## src/rtl/fe_pkg.sv

```systemverilog
package fe_pkg;
  localparam int unsigned FE_OFS_EVT = 32'hF0;
  localparam int unsigned FE_OFS_MSK = 32'hF4;
  localparam int unsigned FE_OFS_PST = 32'hF8;
  localparam int unsigned FE_OFS_FRC = 32'hFC;

  localparam int unsigned FE_BIT_INTR = 15;
  localparam int unsigned FE_BIT_WKUP = 14;
  localparam int unsigned FE_BIT_GW   = 4;

  typedef struct packed {
    logic intr;
    logic gwake;
  } fe_flags_t;

  typedef struct packed {
    logic intr;
    logic wkup;
    logic gwake;
  } fe_mask_t;
endpackage

```

## src/rtl/fe_edge.sv

```systemverilog
module fe_edge (
  input  logic clk,
  input  logic rst,
  input  logic level,
  output logic rise
);
  logic prev_q;

  always_ff @(posedge clk) begin
    if (rst) prev_q <= 1'b0;
    else     prev_q <= level;
  end

  assign rise = level & ~prev_q;
endmodule

```

## src/rtl/fe_regs.sv

```systemverilog
module fe_regs
  import fe_pkg::*;
#(
  parameter int ADDR_W = 8,
  parameter int DATA_W = 32
) (
  input  logic              clk,
  input  logic              rst,
  input  logic              bus_rst,
  input  logic              sw_rst,
  input  logic              acc_ok,
  input  logic              wr_en,
  input  logic              rd_en,
  input  logic [ADDR_W-1:0] addr,
  input  logic [DATA_W-1:0] wdata,
  input  fe_flags_t         ps,
  input  logic              edge_gw,
  output fe_flags_t         ev,
  output fe_mask_t          msk,
  output logic [DATA_W-1:0] rdata
);
  localparam logic [ADDR_W-1:0] A_EVT = ADDR_W'(FE_OFS_EVT);
  localparam logic [ADDR_W-1:0] A_MSK = ADDR_W'(FE_OFS_MSK);
  localparam logic [ADDR_W-1:0] A_PST = ADDR_W'(FE_OFS_PST);

  logic wr_evt, wr_msk, wr_frc;
  logic set_intr, set_gw, clr_intr, clr_gw;
  logic [DATA_W-1:0] rd_mux;

  always_comb begin
    wr_evt   = acc_ok && wr_en && (addr == A_EVT);
    wr_msk   = acc_ok && wr_en && (addr == A_MSK);
    wr_frc   = acc_ok && wr_en && (addr == ADDR_W'(FE_OFS_FRC));
    set_intr = wr_frc && wdata[FE_BIT_INTR];
    set_gw   = edge_gw || (wr_frc && wdata[FE_BIT_GW]);
    clr_intr = wr_evt && wdata[FE_BIT_INTR];
    clr_gw   = wr_evt && wdata[FE_BIT_GW];
  end

  always_ff @(posedge clk) begin
    if (rst) begin
      ev  <= '0;
      msk <= '0;
    end else begin
      ev.intr <= (ev.intr & ~clr_intr) | set_intr;
      if (sw_rst) ev.gwake <= 1'b0;
      else        ev.gwake <= (ev.gwake & ~clr_gw) | set_gw;
      if (wr_msk) begin
        msk.intr  <= wdata[FE_BIT_INTR];
        msk.wkup  <= wdata[FE_BIT_WKUP];
        msk.gwake <= wdata[FE_BIT_GW];
      end
    end
  end

  always_comb begin
    rd_mux = '0;
    case (addr)
      A_EVT: begin
        rd_mux[FE_BIT_INTR] = ev.intr;
        rd_mux[FE_BIT_GW]   = ev.gwake;
      end
      A_MSK: begin
        rd_mux[FE_BIT_INTR] = msk.intr;
        rd_mux[FE_BIT_WKUP] = msk.wkup;
        rd_mux[FE_BIT_GW]   = msk.gwake;
      end
      A_PST: begin
        rd_mux[FE_BIT_INTR] = ps.intr;
        rd_mux[FE_BIT_GW]   = ps.gwake;
      end
      default: rd_mux = '0;
    endcase
  end

  always_ff @(posedge clk) begin
    if (rst || bus_rst) rdata <= '0;
    else if (rd_en)     rdata <= acc_ok ? rd_mux : '0;
  end
endmodule

```

## src/rtl/fe_route.sv

```systemverilog
module fe_route
  import fe_pkg::*;
(
  input  logic      clk,
  input  logic      rst,
  input  logic      pwr_on,
  input  fe_flags_t ev,
  input  fe_flags_t ps,
  input  fe_mask_t  msk,
  output logic      int_n,
  output logic      wake
);
  logic intr_any, int_hit, wake_hit;

  always_comb begin
    intr_any = ev.intr | ps.intr;
    int_hit  = pwr_on & msk.intr & intr_any;
    wake_hit = msk.wkup & ((msk.gwake & ev.gwake) | (~pwr_on & msk.intr & intr_any));
  end

  always_ff @(posedge clk) begin
    if (rst) begin
      int_n <= 1'b1;
      wake  <= 1'b0;
    end else begin
      int_n <= ~int_hit;
      wake  <= wake_hit;
    end
  end
endmodule

```

## src/rtl/fn_event_wake.sv

```systemverilog
module fn_event_wake
  import fe_pkg::*;
#(
  parameter int ADDR_W = 8,
  parameter int DATA_W = 32
) (
  input  logic              clk,
  input  logic              por_rst,
  input  logic              bus_rst,
  input  logic              sw_rst,
  input  logic              card_en,
  input  logic              freg_en,
  input  logic              pwr_on,
  input  logic              ps_intr,
  input  logic              ps_gwake,
  input  logic              wr_en,
  input  logic              rd_en,
  input  logic [ADDR_W-1:0] addr,
  input  logic [DATA_W-1:0] wdata,
  output logic [DATA_W-1:0] rdata,
  output logic              int_n,
  output logic              wake
);
  fe_flags_t ps_w, ev_w;
  fe_mask_t  msk_w;
  logic      gw_rise;
  logic      acc_ok;

  assign acc_ok   = card_en & freg_en;
  assign ps_w.intr  = ps_intr;
  assign ps_w.gwake = ps_gwake;

  fe_edge u_edge (
    .clk   (clk),
    .rst   (por_rst),
    .level (ps_gwake),
    .rise  (gw_rise)
  );

  fe_regs #(.ADDR_W(ADDR_W), .DATA_W(DATA_W)) u_regs (
    .clk     (clk),
    .rst     (por_rst),
    .bus_rst (bus_rst),
    .sw_rst  (sw_rst),
    .acc_ok  (acc_ok),
    .wr_en   (wr_en),
    .rd_en   (rd_en),
    .addr    (addr),
    .wdata   (wdata),
    .ps      (ps_w),
    .edge_gw (gw_rise),
    .ev      (ev_w),
    .msk     (msk_w),
    .rdata   (rdata)
  );

  fe_route u_route (
    .clk    (clk),
    .rst    (por_rst),
    .pwr_on (pwr_on),
    .ev     (ev_w),
    .ps     (ps_w),
    .msk    (msk_w),
    .int_n  (int_n),
    .wake   (wake)
  );
endmodule

```

## config.mk

```make
export PLATFORM = sky130hd
export DESIGN_NAME = fn_event_wake
export DESIGN_NICKNAME = d
export VERILOG_FILES = /design/src/rtl/fe_pkg.sv /design/src/rtl/fe_edge.sv /design/src/rtl/fe_regs.sv /design/src/rtl/fe_route.sv /design/src/rtl/fn_event_wake.sv
export SDC_FILE = /design/constraint.sdc
export NUM_CORES = 1
export LEC_CHECK = 0
export CAP_MARGIN = 10
export CORE_AREA = 2 2 39 41
export CTS_CLUSTER_DIAMETER = 40
export DETAILED_ROUTE_END_ITERATION = 8
export DIE_AREA = 0 0 41 43
export DONT_BUFFER_PORTS = 1
export PLACE_DENSITY = 0.71
export SLEW_MARGIN = 10
export SYNTH_ARGS = -nofsm -noshare
export SYNTH_HDL_FRONTEND = slang
export SYNTH_SLANG_ARGS = --single-unit
```

## constraint.sdc

```tcl
create_clock -name clk -period 2.4 [get_ports clk]
set_input_delay 0.36 -clock clk [delete_from_list [all_inputs] [get_ports clk]]
set_output_delay 0.36 -clock clk [all_outputs]
set_load 0.05 [all_outputs]
```

==> results.json, run 1 <==
{
  "fin_hold_ws_ns": 0.156,
  "netlist_area_um2": 769,
  "synth-seq-cells": 11,
  "slew_headroom_pct": 66.2,
  "cts_setup_buffers": 0,
  "drive_gt1_share_pct": 5.68,
  "grt_use_met1_pct": 15.7,
  "grt_max_degree": 12,
  "ios": 85,
  "hold_start": "por_rst",
  "drtAntennaViolNets": 0,
  "drv_slew": 0,
  "p_leak_uw": 0.000269,
  "cts_tree": "done",
  "rsz0062_at_grt": "false",
  "drt_iter0_drc": 13,
  "p_per_area_nw_per_um2": 607,
  "fin_skew_ns": 0.00151,
  "core_um2": 1380,
  "grt_pass1_wl_mm": 1.84,
  "grt.busiest_layer": "met2",
  "io_buffers": 0,
  "yosysWarnings": 0,
  "fillers": 140,
  "peakVddDrop_mv": 0.321,
  "initial_utilization_pct": 55.6,
  "period_share_pct": 52.6,
  "fp.dieH_um": 43,
  "synth.avg_cell_area_um2": 8.84,
  "cts_hold_buf": 0,
  "rrSetupSlack_ns": 1.27,
  "crit_path_end_kind": "output port",
  "antenna_found_initial": 0,
  "tns_ns": 0,
  "setup_violations": 0,
  "first_pass_iters": 4,
  "wirelength_mm": 1.22,
  "diodes": 0,
  "grt_usage_pct": 15.5,
  "crit_type": "reg2out",
  "fin_crit_ns": 1.26,
  "post-dp-hpwl_mm": 1.02,
  "final_core_util_pct": 50.3,
  "rows": 14,
  "min_path_cells": 1,
  "cts_buffer_depth": 2,
  "die_w_um": 41,
  "gr-usage-met3_pct": 8.90,
  "gp_congestion": 0.798,
  "nets": 140,
  "rr_endpoint": "u_regs.ev[0]",
  "use_met2_pct": 25.0,
  "synth-main-ff-cell": "dfxtp_1",
  "clk_pin_slew_ns": 0.07,
  "grt_pass1_vias": 465,
  "synth-edff-count": 0,
  "synth_cells": 87,
  "async_flop_share_pct": 0,
  "hold_class": "in2reg",
  "drt-vias-per-instance": 4.98,
  "cts.sinks": 11,
  "worstPathArrival_ns": 0.90,
  "worstMarginPinSlew_ns": 0.507,
  "yosysSeqAreaShare_pct": 28.6,
  "critPathLaunch": "u_regs.rdata[14]",
  "ys_types": 27,
  "grt_overflow": 0,
  "rr_startpoint": "u_regs.ev[0]",
  "finalHoldViolCount": 0,
  "worstPathRequired_ns": 2.04,
  "cts-buffers-inserted": 3,
  "die_area_um2": 1760,
  "worstRegToRegCells": 4,
  "critPathMaxFanout": 2,
  "hold_end": "u_regs.ev[1]",
  "syn_to_final_growth_pct": -9.59,
  "clk_latency_ns": 0.26,
  "cts_root_buf": "clkbuf_4",
  "critPathLaunchType": "flip-flop",
  "fmax_ghz": 0.792,
  "htree_num_levels": 1,
  "outcome": "finished clean",
  "drv_cap": 0,
  "post_cts_resized": 0,
  "drc": 0,
  "num_vias": 518,
  "wl_per_cell_um": 11.8
}
cell type report:
cell class	count	area (µm²)	share of cell area, %
clock buffers	4	26.3	3.78
well taps	16	20.0	2.88
inverters	1	3.75	0.540
multi-input cells	72	425	61.2
flip-flops and latches	11	220	31.7
cell usage in the layout (no fill, tap or decap):
cell,n
nand4_1,2
nand4bb_4,1
nand3b_1,1
clkbuf_1,1
o21ai_0,1
or4_1,1
a31oi_1,1
o211ai_1,1
nor3_2,1
o2111ai_1,1
nor2_1,5
o31ai_1,1
dfxtp_1,11
mux2i_1,5
nor3_1,3
nor2b_1,6
inv_1,1
a41oi_1,3
conb_1,29
nand2_1,3
and2_1,1
nor4b_1,1
a311oi_1,1
clkbuf_4,3
o2bb2ai_1,2
maj3_1,1
o22ai_1,1
cell usage after synthesis (all sizes together) (2+ instances only):
cell | instances | area [µm²]
nor2b | 6 | 37.5
clkbuf | 2 | 7.51
o2bb2ai | 2 | 17.5
nor3 | 4 | 25.0
a41oi | 3 | 26.3
mux2i | 5 | 50.1
buf | 29 | 218
nand4 | 2 | 12.5
dfxtp | 11 | 220
nand2 | 3 | 11.3
nor2 | 5 | 18.8
how the worst max path moves through the flow:
stage | to | slack, ns | depth (start not counted)
after floorplan | u_regs.ev[1] | 1.08 | 3
after global placement | u_regs.ev[1] | 1.06 | 3
after detailed placement | u_regs.ev[0] | 1.01 | 4
after CTS | rdata[14] | 1.13 | 0
after global routing | rdata[15] | 1.11 | 0
final | rdata[14] | 1.14 | 0
power breakdown:
group	total, µW	switching [µW]	leakage, µW	internal [µW]
combinational	115	105	0.000165	9.45
sequential	185	1.04	0.0000890	184
clock	122	58.1	0.0000150	64.3
per-layer routing:
metal / routed length, µm / up-vias
met1: 445 / 231
li1: - / 252
met4: 14 / 0
met5: 0 / -
met3: 165 / 2
met2: 598 / 33
logic make-up after synthesis:
family | synth area share [%]
muxes | 6.50
and+or+nand+nor | 21.1
buffers and inverters | 29.8
adders and majority gates | 1.30
DFF | 28.6
AOI/OAI and AO/OA | 12.2
other | 0.487
stage by stage:
step	total power (µW)	worst slack, ns	cells	instance area (µm²)
floorplan	342	1.08	115	875
global route	440	1.11	104	696
detailed placement	304	1.01	100	669
CTS	428	1.13	104	696
finish	422	1.14	104	696
global placement	303	1.06	100	669
flip-flops by register name, indices dropped and copies added, names as in the netlist:
signal,count
u_route.wake,1
u_edge.prev_q,1
u_regs.rdata,3
u_route.int_n,1
u_regs.ev,2
u_regs.msk,3
No activity file was read; power rests on OpenSTA's default activity.
==> run 2, diff against run 1 <==
- CORE_AREA: 2 2 39 41 -> unset
- CORE_MARGIN: unset -> 2
- CORE_UTILIZATION: unset -> 54
- DIE_AREA: 0 0 41 43 -> unset
- PLACE_DENSITY: 0.71 -> 0.7
- clock period: 2.4 -> 1.16 ns (I/O delays scaled with it)
==> run 2 against run 1 <==
Effect of this change: routed wire length increased by 19%; highest routed layer unchanged; clock power increased by 130%; combinational power increased by 120%; largest cell class unchanged; global-route usage increased by 2.3 points; sequential power increased by 110%; count of clock-buffer cells in the layout unchanged; non-clock buffer count increased by 9; worst setup slack got worse by 1.1 ns; flip-flop and latch count unchanged; critical path depth increased by 4.
==> results.json, run 2 (synthesis results as in run 1) <==
{
  "outcome": "finished clean",
  "fmax_ghz": 0.896,
  "drv_slew": 0,
  "grt_pass1_wl_mm": 2.24,
  "rrSetupSlack_ns": 0.04,
  "setup_violations": 0,
  "drt_iter0_drc": 8,
  "final_core_util_pct": 58.7,
  "cts_buffer_depth": 2,
  "drt-vias-per-instance": 5.17,
  "ios": 85,
  "initial_utilization_pct": 58.4,
  "worstPathArrival_ns": 1.28,
  "rows": 13,
  "rsz0062_at_grt": "true",
  "period_share_pct": 96.2,
  "drtAntennaViolNets": 0,
  "crit_type": "reg2reg",
  "num_vias": 579,
  "cts_tree": "done",
  "peakVddDrop_mv": 0.708,
  "clk_latency_ns": 0.29,
  "hold_start": "ps_gwake",
  "grt_overflow": 0,
  "grt_max_degree": 10,
  "fp.dieH_um": 41.8,
  "wl_per_cell_um": 13.0,
  "nets": 149,
  "min_path_cells": 1,
  "post-dp-hpwl_mm": 1.11,
  "fin_crit_ns": 1.12,
  "io_buffers": 0,
  "gp_congestion": 0.798,
  "wirelength_mm": 1.45,
  "cts_root_buf": "clkbuf_4",
  "fin_hold_ws_ns": 0.0118,
  "final_common_cell": "conb_1",
  "critPathLaunchType": "flip-flop",
  "cts.sinks": 11,
  "layout_common_cells": "29 x conb_1, 10 x dfxtp_1, 6 x nor2b_1",
  "drive_gt1_share_pct": 11.3,
  "cts-buffers-inserted": 3,
  "htree_num_levels": 1,
  "crit_path_end_kind": "flip-flop",
  "die_area_um2": 1740,
  "grt_usage_pct": 17.9,
  "antenna_found_initial": 0,
  "critPathMaxFanout": 2,
  "first_pass_iters": 4,
  "rr_startpoint": "u_regs.ev[0]",
  "p_leak_uw": 0.000314,
  "worstRegToRegCells": 4,
  "top_regs": "u_regs.msk (3), u_regs.rdata (3), u_regs.ev (2)",
  "drv_cap": 0,
  "finalHoldViolCount": 0,
  "hold_class": "in2reg",
  "fin_skew_ns": 0.00367,
  "p_per_area_nw_per_um2": 1190,
  "fillers": 140,
  "grt_pass1_vias": 491,
  "syn_to_final_growth_pct": 0.488,
  "die_w_um": 41.8,
  "core_um2": 1320,
  "hold_end": "u_edge.prev_q",
  "clk_pin_slew_ns": 0.07,
  "diodes": 0,
  "drc": 0,
  "rr_endpoint": "u_regs.ev[0]",
  "worstPathRequired_ns": 1.33
}
## run 2: cell types whose count changed in the layout (fill, tap and decap cells not counted), sizes merged
cell         delta
buf             +5
dlygate4sd3     +4
## run 2: stage by stage
step	std cells	TNS [ns]	power, µW	setup WS, ns	area [µm²]
after global placement	104	0	629	0.00521	706
after detailed placement	104	-0.0139	630	-0.0139	706
after CTS	112	0	923	0.0367	772
final	112	0	922	0.0438	773
after floorplan	115	0	708	0.0259	875
after global routing	112	-0.0232	953	-0.0118	773
## run 2: worst max path at each step
stage                  from           end  slack [ns]  cells past startpoint
6_report       u_regs.ev[0]  u_regs.ev[0]        0.04                      4
5_1_grt        u_regs.ev[0]  u_regs.ev[0]       -0.01                      4
4_1_cts        u_regs.ev[0]  u_regs.ev[0]        0.04                      4
3_5_place_dp        addr[0]  u_regs.ev[1]       -0.01                      3
3_3_place_gp        addr[0]  u_regs.ev[1]       0.005                      3
2_1_floorplan       addr[0]  u_regs.ev[1]        0.03                      3
## run 2: final cells by class
cell class              count  area [µm²]  area share [%]
multi-input cells          72         425            55.0
flip-flops and latches     11         221            28.6
repair buffers              9        77.6            10.0
clock buffers               4        26.3            3.40
well taps                  15        18.8            2.43
inverters                   1        3.75           0.485
## run 2: what timing repair did
item                       in CTS  in global routing
hold buffers                    4                  0
resized for setup               0                  1
setup endpoints to repair       0                  3
hold endpoints to repair       10                  0
buffers inserted                0                  0
## run 2: worst max-delay path, stage by stage, from the launching register on
cell     delay [ns]
dfxtp_1        0.32
maj3_1         0.34
nor2_1         0.09
nand4_1        0.09
nor4b_1        0.15
## run 2: power breakdown
part / switching, µW / internal [µW] / total [µW] / leakage [µW]
Combinational: 226 / 30.4 / 257 / 0.000209
Clock: 149 / 134 / 283 / 0.0000150
Sequential: 1.45 / 381 / 382 / 0.0000895
Total: 377 / 545 / 922 / 0.000314
## run 2: layer usage
| metal | GRT usage, % | up-vias | wire, µm |
|---|---|---|---|
| li1 | - | 272 | - |
| met1 | 19.0 | 259 | 511 |
| met2 | 25.3 | 44 | 722 |
| met3 | 9.57 | 4 | 181 |
| met4 | 15.5 | 0 | 38 |
| met5 | 0 | - | 0 |
==> run 3, diff against run 2 <==
- ABC_AREA: unset -> 1
- CORE_MARGIN: 2 -> 5
==> run 3 against run 2 <==
Effect of this change: first-iteration DRC count decreased by 50%; sequential power about the same; critical path type is now reg2out; critical path depth decreased by 4; worst hold slack improved by 0.0094 ns; highest routed layer unchanged; count of clock-buffer cells in the layout unchanged; via count increased by 8.6%; largest power group unchanged; sequential share of layout area increased by 0.16 points; register-to-register slack improved by 0.15 ns; critical endpoint is now int_n; non-clock buffer count decreased by 3; clock skew decreased by 0.0019 ns; utilization decreased by 2.1 points.
==> results.json, run 3 <==
{
  "crit_path_end_kind": "output port",
  "grt_use_met1_pct": 12.8,
  "crit_type": "reg2out",
  "yosysTopAreaCell": "dfxtp_1",
  "critPathLaunchType": "flip-flop",
  "final_core_util_pct": 56.6,
  "critPathMaxFanout": 1,
  "cts_root_buf": "clkbuf_4",
  "die_w_um": 48.3,
  "async_flop_share_pct": 0,
  "post_cts_resized": 0,
  "setup_violations": 0,
  "finalNonFillerCells": 137,
  "synth_commonest_cells": "29 x buf_4, 14 x inv_1, 13 x nand3_1",
  "rsz0062_at_grt": "false",
  "yosysMostFrequentCell": "buf_4",
  "hold_end": "u_edge.prev_q",
  "min_path_cells": 2,
  "worstPathArrival_ns": 0.89,
  "synth.top_cell.area_share_pct": 27.8,
  "setup_slack_ns": 0.0998,
  "synth.avg_cell_area_um2": 6.96,
  "peakVddDrop_mv": 0.786,
  "p_total_uw": 901,
  "cts-buffers-inserted": 3,
  "layout_common_cells": "29 x conb_1, 14 x inv_1, 13 x nand3_1",
  "fp.dieH_um": 48.3,
  "fin_crit_ns": 1.06,
  "worstPathRequired_ns": 0.99,
  "period_share_pct": 91.4,
  "cts_hold_buf": 2,
  "drv_cap": 0,
  "top_regs": "u_regs.msk (3), u_regs.rdata (3), u_regs.ev (2)",
  "ys_types": 18,
  "grt_pass1_vias": 569,
  "fillers": 145,
  "drc": 0,
  "syn_to_final_growth_pct": -3.63,
  "num_vias": 629,
  "dp_slack_ns": 0.121,
  "outcome": "finished clean",
  "ios": 85,
  "tns_ns": 0,
  "rr_endpoint": "u_route.wake",
  "nets": 174,
  "worstRegToRegCells": 3,
  "gp_congestion": 0.845,
  "placed_cells_incl_taps": 131,
  "grt_pass1_wl_mm": 2.24,
  "synth-seq-cells": 11,
  "yosysWarnings": 0,
  "diodes": 0,
  "cts.sinks": 11,
  "antenna_found_initial": 0,
  "clk_latency_ns": 0.27,
  "gr-usage-met3_pct": 7.34,
  "htree_num_levels": 1,
  "drive_gt1_share_pct": 10.7,
  "synth-main-ff-cell": "dfxtp_1",
  "synth-edff-count": 0,
  "io_buffers": 0,
  "core_um2": 1350,
  "cts_setup_buffers": 0,
  "drt_iter0_drc": 4,
  "rows": 13,
  "grt_overflow": 0,
  "hold_class": "in2reg",
  "fin_skew_ns": 0.00172,
  "final_common_cell": "conb_1",
  "critPathLaunch": "u_route.int_n",
  "ys_top_cells_by_area": "dfxtp_1 28%, buf_4 27%, nand3_1 8.2%, inv_1 6.6%, nand2_1 5.7%",
  "cts_buffer_depth": 2,
  "hold_start": "ps_gwake",
  "drv_slew": 0,
  "use_met2_pct": 18.7,
  "wl_per_cell_um": 10.5,
  "die_area_um2": 2340,
  "grt_max_degree": 10,
  "wirelength_mm": 1.45,
  "rr_startpoint": "u_regs.ev[1]",
  "rrSetupSlack_ns": 0.19,
  "yosysSeqAreaShare_pct": 27.8,
  "grt.busiest_layer": "met2",
  "p_per_area_nw_per_um2": 1180,
  "netlist_area_um2": 793,
  "initial_utilization_pct": 58.8,
  "first_pass_iters": 4,
  "synth_cells": 114,
  "clk_pin_slew_ns": 0.06,
  "post-dp-hpwl_mm": 1.25,
  "fmax_ghz": 0.943,
  "finalHoldViolCount": 0,
  "drtAntennaViolNets": 0,
  "p_leak_uw": 0.000362,
  "cts_tree": "done",
  "grt_usage_pct": 11.7,
  "drt-vias-per-instance": 4.59
}
## run 3: cell count changes after synthesis, moves of 3 or more
| cell | previous run | this run |
|---|---|---|
| a21oi_1 | 0 | 8 |
| a41oi_1 | 3 | 0 |
| inv_1 | 1 | 14 |
| mux2i_1 | 5 | 0 |
| nand2_1 | 3 | 12 |
| nand3_1 | 0 | 13 |
| nor2b_1 | 6 | 0 |
| o21ai_0 | 1 | 6 |
| or2_2 | 0 | 3 |
## run 3: final cells by class
cell class / count / area [µm²] / share of cell area [%]
multi-input combinational: 87 / 397 / 51.9
sequential: 11 / 220 / 28.8
inverter: 14 / 52.6 / 6.87
timing repair buffer: 6 / 50.0 / 6.55
clock buffer: 4 / 26.3 / 3.44
tap: 15 / 18.8 / 2.45
## run 3: worst max-delay path by stage
stage                  endpoint  cells after the start
2_1_floorplan  u_regs.rdata[14]                      2
3_3_place_gp      u_regs.msk[2]                      5
3_5_place_dp      u_regs.msk[2]                      5
4_1_cts                   int_n                      0
5_1_grt                   int_n                      0
6_report                  int_n                      0
## run 3: metrics by stage
stage | hold slack (ns) | cell area [µm²]
after floorplan | 0.243 | 898
after global placement | 0.247 | 718
after detailed placement | 0.249 | 718
after CTS | 0.0138 | 764
after global routing | 0.0119 | 764
final | 0.0212 | 764
## run 3: routing by layer
| metal | vias to the layer above | wire length [µm] |
|---|---|---|
| met5 | - | 0 |
| li1 | 321 | - |
| met1 | 267 | 528 |
| met3 | 2 | 238 |
| met4 | 0 | 11 |
| met2 | 39 | 667 |
## run 3: where the power goes
group / total, µW / internal, µW / switching, µW
Sequential: 383 / 381 / 1.65
Clock: 257 / 133 / 123
Combinational: 261 / 22.6 / 239
Total: 901 / 537 / 364
## run 3: cells by family (layout without fill, tap and decap cells)
logic type | Yosys count | after routing | share of synthesized area (%)
other cells | 1 | 29 | 0.473
buf+inv | 44 | 24 | 35.5
flops | 11 | 11 | 27.8
simple gates | 43 | 43 | 26.5
compound gates | 15 | 15 | 9.78
